$ cat src/rtl/uart_irq_pkg.sv
package uart_irq_pkg;
  typedef enum logic [1:0] {
    ADR_MASK_SET  = 2'd0,
    ADR_MASK_CLR  = 2'd1,
    ADR_MASK_VIEW = 2'd2,
    ADR_STATUS    = 2'd3
  } irq_reg_e;

  localparam int RAW_LOW_FLAGS = 5;   // raw bits 0..4 map straight through
  localparam int RAW_TTRIG_POS = 13;  // transmit trigger in the raw word
  localparam int STS_RXOVR_POS = 5;
  localparam int STS_TMO_POS   = 8;
  localparam int STS_TTRIG_POS = 10;
  localparam int STS_TXOVR_POS = 12;
endpackage

$ cat src/rtl/uart_irq_mask.sv
module uart_irq_mask #(
  parameter int REG_W = 32
) (
  input  logic             clk,
  input  logic             rst_n,
  input  logic             set_en,
  input  logic             clr_en,
  input  logic [REG_W-1:0] wdata,
  output logic [REG_W-1:0] mask_q
);
  always_ff @(posedge clk) begin
    if (!rst_n)      mask_q <= '0;
    else if (set_en) mask_q <= mask_q | wdata;
    else if (clr_en) mask_q <= mask_q & ~wdata;
  end

  assert_mask_or_R2: assert property (@(posedge clk) disable iff (!rst_n)
    set_en |=> ((mask_q & $past(wdata)) == $past(wdata)));
  assert_mask_clear_R3: assert property (@(posedge clk) disable iff (!rst_n)
    (clr_en && !set_en) |=> ((mask_q & $past(wdata)) == '0));
  assert_mask_idle_R4: assert property (@(posedge clk) disable iff (!rst_n)
    (!set_en && !clr_en) |=> $stable(mask_q));
endmodule

$ cat src/rtl/uart_irq_status.sv
module uart_irq_status
  import uart_irq_pkg::*;
#(
  parameter int REG_W = 32
) (
  input  logic             clk,
  input  logic             rst_n,
  input  logic [REG_W-1:0] raw_status,
  input  logic             rx_ovr_evt,
  input  logic             rx_tmo_evt,
  input  logic             tx_ovr_evt,
  input  logic             clr_en,
  input  logic [REG_W-1:0] clr_bits,
  output logic [REG_W-1:0] sts_q
);
  localparam logic [REG_W-1:0] LOW_MASK = REG_W'((1 << RAW_LOW_FLAGS) - 1);
  localparam logic [REG_W-1:0] IMPL_MASK = LOW_MASK
    | (REG_W'(1) << STS_RXOVR_POS) | (REG_W'(1) << STS_TMO_POS)
    | (REG_W'(1) << STS_TTRIG_POS) | (REG_W'(1) << STS_TXOVR_POS);

  logic [REG_W-1:0] hw_set;
  logic [REG_W-1:0] clr_vec;

  always_comb begin
    hw_set = raw_status & LOW_MASK;
    hw_set[STS_RXOVR_POS] = rx_ovr_evt;
    hw_set[STS_TMO_POS]   = rx_tmo_evt;
    hw_set[STS_TTRIG_POS] = raw_status[RAW_TTRIG_POS];
    hw_set[STS_TXOVR_POS] = tx_ovr_evt;
    clr_vec = clr_en ? clr_bits : '0;
  end

  // hardware set takes priority over a write-one-to-clear
  always_ff @(posedge clk) begin
    if (!rst_n) sts_q <= '0;
    else        sts_q <= ((sts_q & ~clr_vec) | hw_set) & IMPL_MASK;
  end

  assert_set_wins_R9: assert property (@(posedge clk) disable iff (!rst_n)
    1'b1 |=> ((sts_q & $past(hw_set)) == $past(hw_set)));
  assert_w1c_R5: assert property (@(posedge clk) disable iff (!rst_n)
    clr_en |=> ((sts_q & $past(clr_bits) & ~$past(hw_set)) == '0));
  assert_unused_zero_R12: assert property (@(posedge clk) disable iff (!rst_n)
    (sts_q & ~IMPL_MASK) == '0);
endmodule

$ cat src/rtl/uart_irq_out.sv
module uart_irq_out #(
  parameter int REG_W = 32
) (
  input  logic             clk,
  input  logic             rst_n,
  input  logic [REG_W-1:0] mask_q,
  input  logic [REG_W-1:0] sts_q,
  output logic             irq_q
);
  always_ff @(posedge clk) begin
    if (!rst_n) irq_q <= 1'b0;
    else        irq_q <= |(mask_q & sts_q);
  end
endmodule

$ cat src/rtl/uart_irq_ctrl.sv
module uart_irq_ctrl
  import uart_irq_pkg::*;
#(
  parameter int REG_W = 32
) (
  input  logic             clk,
  input  logic             rst_n,
  input  logic             reg_wr,
  input  logic             reg_rd,
  input  logic [1:0]       reg_addr,
  input  logic [REG_W-1:0] reg_wdata,
  output logic [REG_W-1:0] reg_rdata,
  input  logic [REG_W-1:0] raw_status,
  input  logic             rx_ovr_evt,
  input  logic             rx_tmo_evt,
  input  logic             tx_ovr_evt,
  output logic             irq
);
  logic [REG_W-1:0] mask_q;
  logic [REG_W-1:0] sts_q;
  logic wr_set, wr_clr, wr_sts;

  assign wr_set = reg_wr && (reg_addr == ADR_MASK_SET);
  assign wr_clr = reg_wr && (reg_addr == ADR_MASK_CLR);
  assign wr_sts = reg_wr && (reg_addr == ADR_STATUS);

  uart_irq_mask #(.REG_W(REG_W)) u_mask (
    .clk(clk), .rst_n(rst_n), .set_en(wr_set), .clr_en(wr_clr),
    .wdata(reg_wdata), .mask_q(mask_q)
  );

  uart_irq_status #(.REG_W(REG_W)) u_status (
    .clk(clk), .rst_n(rst_n), .raw_status(raw_status),
    .rx_ovr_evt(rx_ovr_evt), .rx_tmo_evt(rx_tmo_evt), .tx_ovr_evt(tx_ovr_evt),
    .clr_en(wr_sts), .clr_bits(reg_wdata), .sts_q(sts_q)
  );

  uart_irq_out #(.REG_W(REG_W)) u_out (
    .clk(clk), .rst_n(rst_n), .mask_q(mask_q), .sts_q(sts_q), .irq_q(irq)
  );

  always_comb begin
    reg_rdata = '0;
    if (reg_rd) begin
      case (reg_addr)
        ADR_MASK_VIEW: reg_rdata = mask_q;
        ADR_STATUS:    reg_rdata = sts_q;
        default:       reg_rdata = '0;
      endcase
    end
  end

  assert_view_write_ignored_R4: assert property (@(posedge clk) disable iff (!rst_n)
    (reg_wr && reg_addr == ADR_MASK_VIEW) |=> $stable(mask_q));
  assert_irq_lags_R10: assert property (@(posedge clk) disable iff (!rst_n)
    irq == $past(|(mask_q & sts_q)));
  assert_wo_reads_zero_R11: assert property (@(posedge clk) disable iff (!rst_n)
    (!reg_rd || reg_addr == ADR_MASK_SET || reg_addr == ADR_MASK_CLR) |-> (reg_rdata == '0));
endmodule

$ cat config.mk
export PLATFORM = sky130hd
export DESIGN_NAME = uart_irq_ctrl
export DESIGN_NICKNAME = d
export VERILOG_FILES = /design/src/rtl/uart_irq_pkg.sv /design/src/rtl/uart_irq_mask.sv /design/src/rtl/uart_irq_status.sv /design/src/rtl/uart_irq_out.sv /design/src/rtl/uart_irq_ctrl.sv
export SDC_FILE = /design/constraint.sdc
export NUM_CORES = 1
export LEC_CHECK = 0
export BUFFER_PORTS_ARGS = -buffer_cell sky130_fd_sc_hd__buf_2
export CORE_UTILIZATION = 35
export CTS_CLUSTER_DIAMETER = 50
export DETAILED_ROUTE_END_ITERATION = 6
export GPL_ROUTABILITY_DRIVEN = 1
export HOLD_SLACK_MARGIN = 0.15
export PLACE_DENSITY = 0.75
export SLEW_MARGIN = 0
export SYNTH_ARGS = -nofsm -noshare
export SYNTH_HDL_FRONTEND = slang
export SYNTH_SLANG_ARGS = --single-unit
$ cat constraint.sdc
create_clock -name clk -period 0.95 [get_ports clk]
set_input_delay 0.1425 -clock clk [delete_from_list [all_inputs] [get_ports clk]]
set_output_delay 0.1425 -clock clk [all_outputs]
set_load 0.03 [all_outputs]
# Word-level counts from Yosys, hierarchy flattened
# Index checks and enable logic that the tools add are counted.
[totals]
ff_bits = 42
input_bits = 73
out_inout_bits = 33
wordCells = 24
[op_classes]
n_eq_ne = 3
mux = 5
n_bitwise = 7
n_reduce_logical = 6
[op_table]
columns = ["cell", "count"]
rows = [
  ["$mux W32", 3],
  ["$pmux W32 S2", 1],
  ["$and A32 B13 Y32", 1],
  ["$and A32 B32 Y32", 1],
  ["$not A32 Y32", 1],
  ["$or A32 B32 Y32", 1],
  ["$reduce_or A32 Y1", 1],
  ["$and A13 B13 Y13", 1],
  ["$mux W13", 1],
  ["$not A13 Y13", 1],
  ["$or A13 B13 Y13", 1],
  ["$eq A2 B2 Y1 const B", 2],
  ["$logic_and A1 B1 Y1", 3],
  ["$eq A2 B1 Y1 const B", 1],
  ["$logic_not A2 Y1", 1],
  ["$reduce_bool A2 Y1", 1],
]

# Logic depth before layout (Yosys ltp)
[depth]
ltp_word = 6
mapped_depth = 5
depth_no_buf = 3

# Modules after synthesis
# Synthesis repeated with hierarchy kept, for this count alone.
[hier_totals]
cells_unflattened = 299
hier_area_um2 = 2575.0
[modules_own_cells]
columns = ["module", "instances", "cells_per_inst", "area_per_inst_um2", "seq_area_each_um2"]
rows = [
  ["uart_irq_mask", 1, 141, 1346.3, 640.6],
  ["uart_irq_ctrl", 1, 75, 550.5, 0.0],
  ["uart_irq_status", 1, 61, 496.7, 180.2],
  ["uart_irq_out", 1, 22, 181.4, 20.0],
]

# Least setup slack after synthesis
# OpenSTA, ideal clock, no wires.
[synth_path]
kind = "input to output"
startpoint = "in reg_addr[0]"
endpoint = "out reg_rdata[10]"
t_arrival_ps = 1044
required_ps = 808
setup_slack_ps = -236
path_stages = 4
path_buffers = 2
path_cell_list = "buf_2 buf_2 mux2i_1 nor2_1"
[synth_between]
elab_chain_len = 3
elab_cells_between_ends = 4
classes_between = "2 x eq/ne; 2 x mux"
[synth_rtl]
columns = ["element", "line", "source"]
rows = [
  ["start: declaration", "uart_irq_ctrl.sv:10", "input logic [1:0] reg_addr,"],
  ["$eq A2 B2 Y1", "uart_irq_ctrl.sv:45", "case (reg_addr)"],
  ["$pmux W32 S2 *", "uart_irq_ctrl.sv:45", ""],
  ["$mux W32 *", "uart_irq_ctrl.sv:44", "if (reg_rd) begin"],
  ["end: declaration", "uart_irq_ctrl.sv:12", "output logic [REG_W-1:0] reg_rdata,"],
]
# Every way passes the cells marked *; elsewhere a longest branch is shown, timed or not.

==> metrics.yaml <==
yosysUniqueCellTypes: 23
wirelength_um: 7000
fin_total_pwr_mw: 4.12
worstSetupEndpointType: "primary output"
grt_max_degree: 41
grt_pass1_wl_um: 10100
grt_antenna_before_repair: 0
utilization_pct: 72.7
rr_worst_depth: 3
slew-limit-headroom_pct: 69.7
regToRegEndpoint: "u_out.irq_q"
start_util_pct: 36.4
yosys.area.top_type: "dfxtp_1"
clock_latency_ns: 0.29
cts_tree: "yes"
wl_per_cell_um: 16.6
rsz0062_at_grt: "true"
gr-usage-all-layers_pct: 23.8
rows: 26
synthTopCellsByArea: "dfxtp_1, a311oi_1, a21oi_1"
vias: 2227
drc: 0
hp-start: "reg_addr[0]"
slew_violations: 0
place.gp.congestion: 0.793
netlist_area_um2: 1860
synthArstFlopShare_pct: 0
cap_violations: 0
setup_viol: 36
io_buffer_count: 79
start_kind: "flip-flop"
grt_pass1_vias: 2145
synth_cells: 194
ir_drop_mv: 0.857
r2r_slack_ns: -0.26
hp-class: "input pin to flip-flop"
synth_seq_cells: 42
fillers: 352
dp_cells: 343
clock-root-buffer: "clkbuf_8"
cts_max_path_buffers: 2
synth_edf_count: 0
cts_buffers: 5
worstHoldPathCells: 3
cp.required_ns: 0.81
clkTransAtPathRegs_ns: 0.08
yosysTopAreaCellShare_pct: 45.2
critical_path_class: "flip-flop to primary output"
status: "finished with violations"
antenna_cells: 0
cp.arrival_ns: 1.08
ant_nets: 0
period_share_pct: 129
fin_cells: 422
hpwl_um: 3440
cts_sinks: 42
die_w_um: 74.9
core_um2: 5110
vias_per_cell: 5.28
drive_gt1_share_pct: 59.7
syn_area_per_cell_um2: 9.59
tightest_slew_ns: 0.455
setup_ws_ns: -0.276
holdWs_ns: 0.157
skew_ns: 0.00492
worstPathMaxFanout: 2
p_per_area_nw_per_um2: 1110
overflow: 0
leakagePower_nw: 1.57
area_delta_synth_final_pct: 99.7
dr.pass1.iters: 4
h-tree-depth: 2
synthFlopType: "dfxtp_1"
boundaryPins: 106
dpl_worst_slack_ns: -0.214
hold_violations: 0
yosysSeqAreaShare_pct: 45.2
violations: "negative setup slack"
fin_nets: 424
die_y_um: 74.9
fin_crit_ns: 1.23
synth.net_count: 267
drtIter0Drc: 57
floorplan.die_area_um2: 5610
yosysWarnings: 0
max_freq_ghz: 0.816
-- per-layer routing --
metal	routed length, um	vias to the layer above	global-route usage [%]
met2	3780	95	45.0
li1	-	1052	-
met1	2770	1068	26.7
met4	127	0	7.13
met5	0	-	0
met3	328	12	4.69
-- worst max-delay path, stage by stage (launching register included) --
cell     delay [ns]
dfxtp_2        0.33
buf_6          0.11
mux2i_1        0.15
nor2_2         0.07
buf_6          0.14
-- cell usage after synthesis, types with 3 or more instances --
| cell | number |
|---|---|
| a21oi_1 | 32 |
| a21boi_0 | 9 |
| dfxtp_1 | 42 |
| o21a_1 | 9 |
| buf_2 | 7 |
| nor2_1 | 9 |
| mux2i_1 | 9 |
| a311oi_1 | 32 |
| buf_6 | 3 |
| buf_1 | 3 |
| and2_1 | 23 |
| clkbuf_1 | 5 |
-- final cells by class --
cell class / instances / area (um^2) / area share (%)
multi-input cells: 132 / 1050 / 28.3
repair buffers: 169 / 1600 / 43.1
well taps: 70 / 87.6 / 2.36
clock inverters: 2 / 13.8 / 0.370
inverters: 1 / 3.75 / 0.101
flip-flops and latches: 42 / 887 / 23.9
clock buffers: 6 / 72.6 / 1.95
-- worst max path at each step --
stage	startpoint	end	cells after the start
after global routing	u_status.sts_q[10]	u_out.irq_q	3
after global placement	reg_addr[0]	reg_rdata[8]	5
after floorplan	reg_addr[0]	reg_rdata[10]	4
final	flip-flop	reg_rdata[3]	4
after CTS	flip-flop	reg_rdata[12]	4
after detailed placement	reg_addr[0]	reg_rdata[8]	5
-- cells in the final DEF, fill, tap and decap left out, types with 2 or more instances in the layout --
| cell type | n |
|---|---|
| a21boi_0 | 8 |
| a21oi_1 | 32 |
| a311oi_1 | 30 |
| a311oi_2 | 2 |
| and2_4 | 23 |
| buf_12 | 8 |
| buf_2 | 42 |
| buf_4 | 32 |
| buf_6 | 41 |
| clkbuf_16 | 3 |
| clkbuf_8 | 5 |
| dfxtp_1 | 7 |
| dfxtp_2 | 34 |
| dlygate4sd3_1 | 41 |
| mux2i_1 | 5 |
| mux2i_2 | 2 |
| mux2i_4 | 2 |
| nor2_2 | 8 |
| o21a_1 | 9 |
-- cells by family (layout without fill, tap and decap cells) --
family                 after synthesis  count (layout)  share of synthesized area (%)
buffers and inverters               20             178                           5.92
flip-flops                          42              42                           45.2
multiplexers                         9               9                           4.84
AO/OA/AOI/OAI                       87              87                           33.2
AND/OR/NAND/NOR                     36              36                           10.9
-- metrics by stage --
stage | TNS [ns] | area (um^2)
after floorplan | -0.00511 | 1960
after global placement | -8.72 | 2550
after detailed placement | -9.73 | 2550
after CTS | -4.12 | 3510
after global routing | -5.60 | 3710
final | -4.19 | 3710
-- power by group --
part / leakage (nW) / internal, mW / switching (mW)
registers: 0.359 / 1.88 / 0.0647
logic: 1.16 / 0.596 / 0.448
clock network: 0.0452 / 0.519 / 0.618
total: 1.57 / 2.99 / 1.13
-- repair_timing --
action,in CTS,in global routing
setup buffers,17,11
gates cloned,1,3
endpoints found under the hold margin,41,0
endpoints found under the setup margin,34,48
pin swaps,16,27
gates resized for setup,108,22
hold buffers,41,0
(Power assumes the default switching activity.)
